File: src/rtl/irq_res_pkg.sv
package irq_res_pkg;
    localparam int LVL_W = 4;   // width of an interrupt level
    localparam int IDX_W = 5;   // width of a line index (up to 32 lines)

    typedef enum logic {
        RES_IDLE   = 1'b0,
        RES_ASSERT = 1'b1
    } res_state_e;
endpackage

File: src/rtl/irq_pend_capture.sv
module irq_pend_capture
    import irq_res_pkg::*;
#(
    parameter int                          NUM_LINES  = 8,
    parameter int                          REQ_W      = 10,
    parameter int                          NUM_TIMERS = 2,
    parameter logic [NUM_LINES-1:0]        EDGE_MASK  = 8'hC2,
    parameter logic [NUM_TIMERS*IDX_W-1:0] TIMER_LINE = {5'd7, 5'd6}
) (
    input  logic                  clk,
    input  logic                  rst,
    input  logic [REQ_W-1:0]      req_in,
    input  logic [NUM_TIMERS-1:0] timer_hit,
    input  logic                  clr_we,
    input  logic [NUM_LINES-1:0]  clr_mask,
    output logic [NUM_LINES-1:0]  pend_q
);
    logic [NUM_LINES-1:0] req_q;
    logic [NUM_LINES-1:0] rise;
    logic [NUM_LINES-1:0] tset;
    logic [NUM_LINES-1:0] clr_eff;
    logic [NUM_LINES-1:0] pend_nxt;
    logic                 seen_q;

    assign rise    = req_in[NUM_LINES-1:0] & ~req_q;
    assign clr_eff = clr_we ? clr_mask : '0;

    // Route each comparator match onto its configured line.
    always_comb begin
        tset = '0;
        for (int t = 0; t < NUM_TIMERS; t++) begin
            for (int i = 0; i < NUM_LINES; i++) begin
                if (timer_hit[t] && TIMER_LINE[t*IDX_W +: IDX_W] == IDX_W'(i)) begin
                    tset[i] = 1'b1;
                end
            end
        end
    end

    // Edge lines latch and honour clear (set wins); level lines track request.
    always_comb begin
        for (int i = 0; i < NUM_LINES; i++) begin
            if (EDGE_MASK[i]) begin
                pend_nxt[i] = rise[i] | tset[i] | (pend_q[i] & ~clr_eff[i]);
            end else begin
                pend_nxt[i] = req_in[i] | tset[i];
            end
        end
    end

    always_ff @(posedge clk) begin
        if (rst) begin
            pend_q <= '0;
            req_q  <= '0;
            seen_q <= 1'b0;
        end else begin
            pend_q <= pend_nxt;
            req_q  <= req_in[NUM_LINES-1:0];
            seen_q <= 1'b1;
        end
    end

    // An edge-type pending bit not being cleared stays set.
    logic [NUM_LINES-1:0] keep_vec;
    assign keep_vec = pend_q & EDGE_MASK & ~clr_eff;

    assert_edge_sticky_R7: assert property (@(posedge clk) disable iff (rst)
        (keep_vec != '0) |=> ((pend_q & $past(keep_vec)) == $past(keep_vec)));

    // Toggling only out-of-range request bits leaves the pending register alone.
    assert_oor_ignored_R10: assert property (@(posedge clk) disable iff (rst)
        (seen_q && $stable(req_in[NUM_LINES-1:0]) && !$stable(req_in[REQ_W-1:NUM_LINES])
         && timer_hit == '0 && $past(timer_hit) == '0 && !clr_we)
        |=> $stable(pend_q));
endmodule

File: src/rtl/irq_level_search.sv
module irq_level_search
    import irq_res_pkg::*;
#(
    parameter int                         NUM_LINES  = 8,
    parameter int                         NUM_LEVELS = 5,
    parameter int                         NMI_LEVEL  = 5,
    parameter logic [NUM_LINES*LVL_W-1:0] LINE_LEVEL = 32'h3254_3211
) (
    input  logic [NUM_LINES-1:0] pend,
    input  logic [NUM_LINES-1:0] enable,
    input  logic [LVL_W-1:0]     cur_level,
    output logic [LVL_W-1:0]     lvl_nxt,
    output logic [LVL_W-1:0]     floor_lvl,
    output logic [NUM_LINES-1:0] nmi_lines
);
    logic [NUM_LINES-1:0] lvl_mask [1:NUM_LEVELS];
    logic [NUM_LINES-1:0] takeable;

    // Per-level membership table derived from the line-to-level map.
    for (genvar l = 1; l <= NUM_LEVELS; l++) begin : g_lvl
        for (genvar i = 0; i < NUM_LINES; i++) begin : g_line
            assign lvl_mask[l][i] = (LINE_LEVEL[i*LVL_W +: LVL_W] == LVL_W'(l));
        end
    end

    assign nmi_lines = lvl_mask[NMI_LEVEL];
    assign takeable  = pend & (enable | nmi_lines);
    assign floor_lvl = (cur_level >= LVL_W'(NMI_LEVEL)) ? LVL_W'(NMI_LEVEL - 1) : cur_level;

    // Ascending scan: the last qualifying level is the highest.
    always_comb begin
        lvl_nxt = '0;
        for (int l = 1; l <= NUM_LEVELS; l++) begin
            if (LVL_W'(l) > floor_lvl && (lvl_mask[l] & takeable) != '0) begin
                lvl_nxt = LVL_W'(l);
            end
        end
    end
endmodule

File: src/rtl/irq_level_resolver.sv
module irq_level_resolver
    import irq_res_pkg::*;
#(
    parameter int                          NUM_LINES  = 8,
    parameter int                          REQ_W      = 10,
    parameter int                          NUM_LEVELS = 5,
    parameter int                          NMI_LEVEL  = 5,
    parameter int                          NUM_TIMERS = 2,
    parameter logic [NUM_LINES*LVL_W-1:0]  LINE_LEVEL = 32'h3254_3211,
    parameter logic [NUM_LINES-1:0]        EDGE_MASK  = 8'hC2,
    parameter logic [NUM_TIMERS*IDX_W-1:0] TIMER_LINE = {5'd7, 5'd6}
) (
    input  logic                  clk,
    input  logic                  rst,
    input  logic [REQ_W-1:0]      req_in,
    input  logic [NUM_TIMERS-1:0] timer_hit,
    input  logic                  en_we,
    input  logic [NUM_LINES-1:0]  en_wdata,
    input  logic                  clr_we,
    input  logic [NUM_LINES-1:0]  clr_mask,
    input  logic [LVL_W-1:0]      cur_level,
    output logic [NUM_LINES-1:0]  pending,
    output logic [LVL_W-1:0]      irq_level,
    output logic                  irq_req
);
    logic [NUM_LINES-1:0] en_q;
    logic [LVL_W-1:0]     lvl_nxt;
    logic [LVL_W-1:0]     floor_lvl;
    logic [NUM_LINES-1:0] nmi_lines;
    res_state_e           state_q, state_nxt;

    irq_pend_capture #(
        .NUM_LINES (NUM_LINES),
        .REQ_W     (REQ_W),
        .NUM_TIMERS(NUM_TIMERS),
        .EDGE_MASK (EDGE_MASK),
        .TIMER_LINE(TIMER_LINE)
    ) cap_i (
        .clk      (clk),
        .rst      (rst),
        .req_in   (req_in),
        .timer_hit(timer_hit),
        .clr_we   (clr_we),
        .clr_mask (clr_mask),
        .pend_q   (pending)
    );

    irq_level_search #(
        .NUM_LINES (NUM_LINES),
        .NUM_LEVELS(NUM_LEVELS),
        .NMI_LEVEL (NMI_LEVEL),
        .LINE_LEVEL(LINE_LEVEL)
    ) srch_i (
        .pend     (pending),
        .enable   (en_q),
        .cur_level(cur_level),
        .lvl_nxt  (lvl_nxt),
        .floor_lvl(floor_lvl),
        .nmi_lines(nmi_lines)
    );

    // Next-state logic for the request machine.
    always_comb begin
        state_nxt = state_q;
        unique case (state_q)
            RES_IDLE:   if (lvl_nxt != '0) state_nxt = RES_ASSERT;  // go_assert
            RES_ASSERT: if (lvl_nxt == '0) state_nxt = RES_IDLE;    // go_idle
            default:    state_nxt = RES_IDLE;
        endcase
    end

    // State, level and enable registers.
    always_ff @(posedge clk) begin
        if (rst) begin
            state_q   <= RES_IDLE;
            irq_level <= '0;
            en_q      <= '0;
        end else begin
            state_q   <= state_nxt;
            irq_level <= lvl_nxt;
            if (en_we) en_q <= en_wdata;
        end
    end

    // Output decode.
    always_comb begin
        irq_req = (state_q == RES_ASSERT);
    end

    assert_reset_clear_R1: assert property (@(posedge clk)
        rst |=> (irq_level == '0 && pending == '0 && en_q == '0 && !irq_req));

    assert_nmi_resolves_R3: assert property (@(posedge clk) disable iff (rst)
        ((pending & nmi_lines) != '0) |=> (irq_level >= LVL_W'(NMI_LEVEL)));

    assert_above_floor_R4: assert property (@(posedge clk) disable iff (rst)
        (irq_level != '0) |-> (irq_level > $past(floor_lvl)));

    assert_idle_when_none_R4: assert property (@(posedge clk) disable iff (rst)
        (pending == '0) |=> (irq_level == '0));

    assert_req_tracks_level_R5: assert property (@(posedge clk) disable iff (rst)
        irq_req == (irq_level != '0));
endmodule

File: config.mk
export PLATFORM = sky130hd
export DESIGN_NAME = irq_level_resolver
export DESIGN_NICKNAME = d
export VERILOG_FILES = /design/src/rtl/irq_res_pkg.sv /design/src/rtl/irq_pend_capture.sv /design/src/rtl/irq_level_search.sv /design/src/rtl/irq_level_resolver.sv
export SDC_FILE = /design/constraint.sdc
export NUM_CORES = 1
export LEC_CHECK = 0
export CAP_MARGIN = 20
export CORE_MARGIN = 10
export CORE_UTILIZATION = 30
export DETAILED_ROUTE_END_ITERATION = 10
export GPL_TIMING_DRIVEN = 0
export MAX_ROUTING_LAYER = met4
export PLACE_DENSITY = 0.7
export REMOVE_ABC_BUFFERS = 1
export SETUP_SLACK_MARGIN = 0.15
export SYNTH_ARGS = -nofsm -noshare
export SYNTH_HDL_FRONTEND = slang
export SYNTH_SLANG_ARGS = --single-unit
File: constraint.sdc
create_clock -name clk -period 3 [get_ports clk]
set_input_delay 0.45 -clock clk [delete_from_list [all_inputs] [get_ports clk]]
set_output_delay 0.45 -clock clk [all_outputs]
set_load 0.05 [all_outputs]
Word level (Yosys, flattened, before mapping) --
Cells that the tools add are included.
Storage, ports and cells: bits in registers 29, bits in latches 0, memory bits (writable) 0, ROM bits 0, input bits 36, output and inout bits 13, logic and storage cells 48, memories kept 0
Operators by class: add/sub/neg operators 0, multiply operators 0, divide/modulo/power cells 0, order comparisons 6, eq/ne operators 0, shift-type cells 0, multiplexer cells 12, bitwise operators 15, reductions and logical operators 10
Operators with widths (count):
- 8-bit nonzero test | 3
- 4-bit 2-to-1 mux | 5
- 8-bit bitwise AND | 2
- 2-bit by 4-bit > comparator with 1-bit output, first input constant | 2
- 3-bit by 4-bit > comparator with 1-bit output, first input constant | 2
- 8-bit 2-to-1 mux | 1
- 8-bit inverter | 1
- 1-bit logical AND | 5
- 1-bit 2-to-1 mux | 5
- 1-bit OR | 5
- 4-bit by 3-bit greater-or-equal comparator with 1-bit output, second input constant | 1
- 1-bit by 4-bit > comparator with 1-bit output, first input constant | 1
- 4-bit logical NOT | 1
- 1-bit inverter | 4
- 4-bit nonzero test | 1
- 1-bit bitwise AND | 3
- 1-bit case mux with 2 select lines | 1

Longest topological paths before layout --
depth after elaboration 12, mapped depth 3, mapped depth without buffers 3

Hierarchy --
From an unflattened synthesis, not the netlist that was laid out.
Unflattened totals: cells, all modules 104, area total of the unflattened synthesis 1024.7 um2
By module, submodules not included:
- irq_level_resolver | times used 1, cells an instance 37, area an instance 421.7 um2, seq. area each 260.2 um2
- irq_pend_capture | times used 1, cells an instance 36, area an instance 399.1 um2, seq. area each 220.2 um2
- irq_level_search | times used 1, cells an instance 31, area an instance 203.9 um2, seq. area each 0.0 um2

Worst setup path before layout --
Ideal clock, no wire load.
kind input -> register, start input port cur_level[3], end register irq_level[0], library setup time 0.082 ns, arrival 1.412 ns, data required time 2.918 ns, setup slack 1.506 ns, cell stages on the path 3, path buffers 0, cells stage by stage or4_1 or3_1 o221ai_1
On the way: word-level cells in the longest chain between the ends 9, elaborated cells between the ends (all ways) 17, those cells by class 6 x order compare; 6 x mux; 5 x reduce/logical
RTL lines:
- from (decl) | RTL line irq_level_resolver.sv:21 | input logic [LVL_W-1:0] cur_level,
- 4-bit by 3-bit greater-or-equal comparator with 1-bit output | RTL line irq_level_search.sv:28 | assign floor_lvl = (cur_level >= LVL_W'(NMI_LEVEL)) ? LVL_W'(NMI_LEVEL - 1) : cur_level;
- 4-bit 2-to-1 mux * | RTL line irq_level_search.sv:28
- 1-bit by 4-bit > comparator with 1-bit output | RTL line irq_level_search.sv:34 | if (LVL_W'(l) > floor_lvl && (lvl_mask[l] & takeable) != '0) begin
- 1-bit logical AND | RTL line irq_level_search.sv:34
- 1-bit 2-to-1 mux | RTL line irq_level_search.sv:34
- 4-bit 2-to-1 mux (3 in series) | RTL line irq_level_search.sv:34
- 4-bit 2-to-1 mux * | RTL line irq_level_search.sv:34
- to (signal assigned) | RTL line irq_level_resolver.sv:80 | irq_level <= lvl_nxt;
- to (decl) | RTL line irq_level_resolver.sv:23 | output logic [LVL_W-1:0] irq_level,
Mark *: on every way between the ends. The rest lies on a longest branch, timed or not. A chain may end at the register's enable or synchronous reset.

Worst setup path in the final report --
start register cap_i.pend_q[4], end output port pending[4]
RTL lines:
- from (decl) | RTL line irq_pend_capture.sv:16 | output logic [NUM_LINES-1:0] pend_q
- from (signal assigned) | RTL line irq_pend_capture.sv:57 | pend_q <= pend_nxt;
- to (decl) | RTL line irq_level_resolver.sv:22 | output logic [NUM_LINES-1:0] pending,
No word-level cell between the ends.

==> impl_metrics.py <==
metrics = {
    "power_and_ir_drop": {
        "max-vdd-ir-drop_v": 0.0003358,
        "power_density_over_the_cells_nw_per_um2": 526.9,
        "finalPower_mw": 0.6599,
        "power.static_leakage_nw": 0.4886,
    },
    "worst_setup_path": {
        "r2r_end": "irq_level[0]",
        "crit_path_end_kind": "output port",
        "critical_path_s_largest_stage_delay_ps": 830,
        "cells_along_the_critical_path": "clkdlybuf4s50_1",
        "path_delay_family": "buffers and inverters",
        "critical_path.reg2reg.startpoint": "cap_i.pend_q[2]",
        "slowest_stage": "clkdlybuf4s50_1",
        "crit_path_start_kind": "flop",
        "worst-endpoint-arrival_ps": 1520,
        "reg2reg_slack_ps": 1750,
        "worstPathMaxFanout": 4,
        "critical_path.n_buffers_inverters": 1,
        "critical_path_class": "reg -> out",
        "critical_path_required_ps": 2550,
        "ff2ff_path_depth": 3,
    },
    "grt": {
        "grt_max_degree": 24,
        "grt_antenna_before_repair": 0,
        "grt_pass1_wl_um": 3539,
        "grt_pass1_vias": 755,
        "overflow": 0,
        "global_route_usage_sum": 0.08437,
    },
    "logic_synthesis": {
        "synth_enable_flop_cells": 0,
        "yosys-top-cells-count": "22 x dfxtp_1, 12 x nor2_1, 9 x nor2b_1",
        "ys_warn_count": 0,
        "synthFlopType": "dfxtp_1",
        "synth_most_common_cell": "dfxtp_1",
        "ys_ff_latch": 22,
        "syn_area_per_cell_um2": 9.745,
        "synth.lib_cells_used.distinct": 22,
        "proportion_of_synthesized_chip_area_in_sequential_cells": 0.5317,
        "post_synth_instance_area_um2": 828.3,
        "netlist.area_leader.share": 0.5317,
        "syn-instance-count": 85,
        "synth_area_leaders": "dfxtp_1 53%, mux2i_1 8.5%, nor2b_1 6.8%",
        "synthArstFlopShare": 0,
        "yosysTopAreaCell": "dfxtp_1",
    },
    "clock_network": {
        "clock_path_buffers": 2,
        "numCtsBuffers": 3,
        "clkTransAtPathRegs_ps": 110,
        "tritoncts": "built",
        "post-cts-setup-buffer-count": 0,
        "cts_htree_levels": 1,
        "clock_sinks": 22,
        "ctsResizeCount": 0,
        "cts.hold.buffers_added": 0,
        "root_buffer": "clkbuf_4",
        "worstSkewPairLatency_ps": 300,
    },
    "run": {
        "timing.max_cap.violations": 0,
    },
    "sta": {
        "worst_slew_margin_rel": 0.4675,
        "period_share": 0.6560,
        "final-hold-violation-count": 0,
        "fin_tns_setup_ps": 0,
        "skew_ps": 4.078,
        "worst-slew-pin-transition_ps": 796.2,
        "period_needed_ps": 1968,
        "rsz0062_at_grt": "false",
        "setup_viol": 0,
        "fmax_ghz": 0.5081,
        "report.final.slew_viol_count": 0,
        "final.hold.worst_slack_ps": 487.0,
    },
    "outcome": {
        "run_status": "finished, final reports clean",
    },
    "layout": {
        "areaGrowthSynthToFinish_pct": 51.21,
        "design.final.nets": 156,
        "insertedDiodeCount": 0,
        "drive_above_1_share": 0.04202,
    },
    "drt": {
        "drc": 0,
        "firstDrtPassIters": 4,
        "drtIter0Drc": 43,
        "totalWireLength_um": 2207,
        "wl_per_cell_um": 14.81,
        "route.vias.total": 714,
        "routed_via_density": 4.792,
        "drtAntennaViolNets": 0,
    },
    "floorplanning": {
        "rows": 18,
        "core-area_um2": 2545,
        "die_area_um2": 5263,
        "start_util": 0.3255,
        "dieWidth_um": 72.55,
        "die_height_um": 72.55,
        "io-pin-count": 49,
    },
    "worst_hold_path": {
        "timing.hold.worst.start": "cap_i.pend_q[5]",
        "hold_class": "reg -> reg",
        "hold_end": "irq_level[1]",
        "hold_path_depth": 1,
    },
    "placement": {
        "hpwl_um": 1803,
        "globalplace.congestion": 0.7555,
        "io_buffer_count": 39,
    },
}
-- registers in the layout (all words and copies together), names as in the netlist --
| name | flops |
|---|---|
| cap_i.pend_q | 8 |
| cap_i.req_q | 3 |
| en_q | 7 |
| irq_level | 3 |
| irq_req | 1 |
-- cells by family (layout without fill, tap and decap cells) --
logic type,after synthesis,in the layout,share of synthesized area
compound gates,13,13,0.1224
buf+inv,12,46,0.08157
flops,22,22,0.5317
mux,7,7,0.08460
other cells,1,1,0.004527
simple gates,30,30,0.1752
-- through the flow --
step           instances  utilization  setup slack, ps  area [µm²]
6_report             149       0.4921             1032        1252
5_1_grt              149       0.4921            964.7        1252
4_1_cts              149       0.4921             1012        1252
3_5_place_dp         145       0.4715            776.0        1200
3_3_place_gp         145       0.4715            876.5        1200
2_1_floorplan         76            -             1506       772.0
-- cells in the final DEF (no fill, tap or decap), types with 2 or more instances in the layout --
master            n
a221oi_1          2
a22o_1            2
a22oi_1           2
a31oi_1           2
clkbuf_4          3
clkdlybuf4s50_1  39
dfxtp_1          22
inv_1             3
mux2i_1           7
nand2_1           4
nor2_1           12
nor2b_1           9
nor3_1            2
-- power breakdown --
group / switching [mW] / leakage (nW) / internal, mW
clock network: 0.0846 / 0.0279 / 0.135
registers: 0.00948 / 0.182 / 0.309
logic: 0.0621 / 0.278 / 0.0602
total: 0.156 / 0.489 / 0.504
-- how the worst max path moves through the flow --
stage                          from           end  slack, ps  cells after the start
floorplan              cur_level[3]  irq_level[0]       1510                      3
global placement                rst  irq_level[0]        880                      4
detailed placement              rst  irq_level[0]        780                      4
CTS                 cap_i.pend_q[1]    pending[1]       1010                      1
global route        cap_i.pend_q[4]    pending[4]        960                      1
finish              cap_i.pend_q[4]    pending[4]       1030                      1
-- final cells by class --
type / instances / area, µm²
fillers: 254 / 1292
flip-flops and latches: 22 / 440.4
repair buffers: 39 / 390.4
multi-input cells: 51 / 320.3
well taps: 30 / 37.54
clock inverters: 1 / 30.03
clock buffers: 3 / 22.52
inverters: 3 / 11.26
-- routing by layer --
layer	global-route usage	wire length, µm	vias up
met4	0.02532	8	0
met3	0.03129	220	2
met1	0.09027	943	327
met5	-	0	-
li1	-	-	355
met2	0.1416	1035	30
Note: power is estimated with default switching activity, not from simulation.
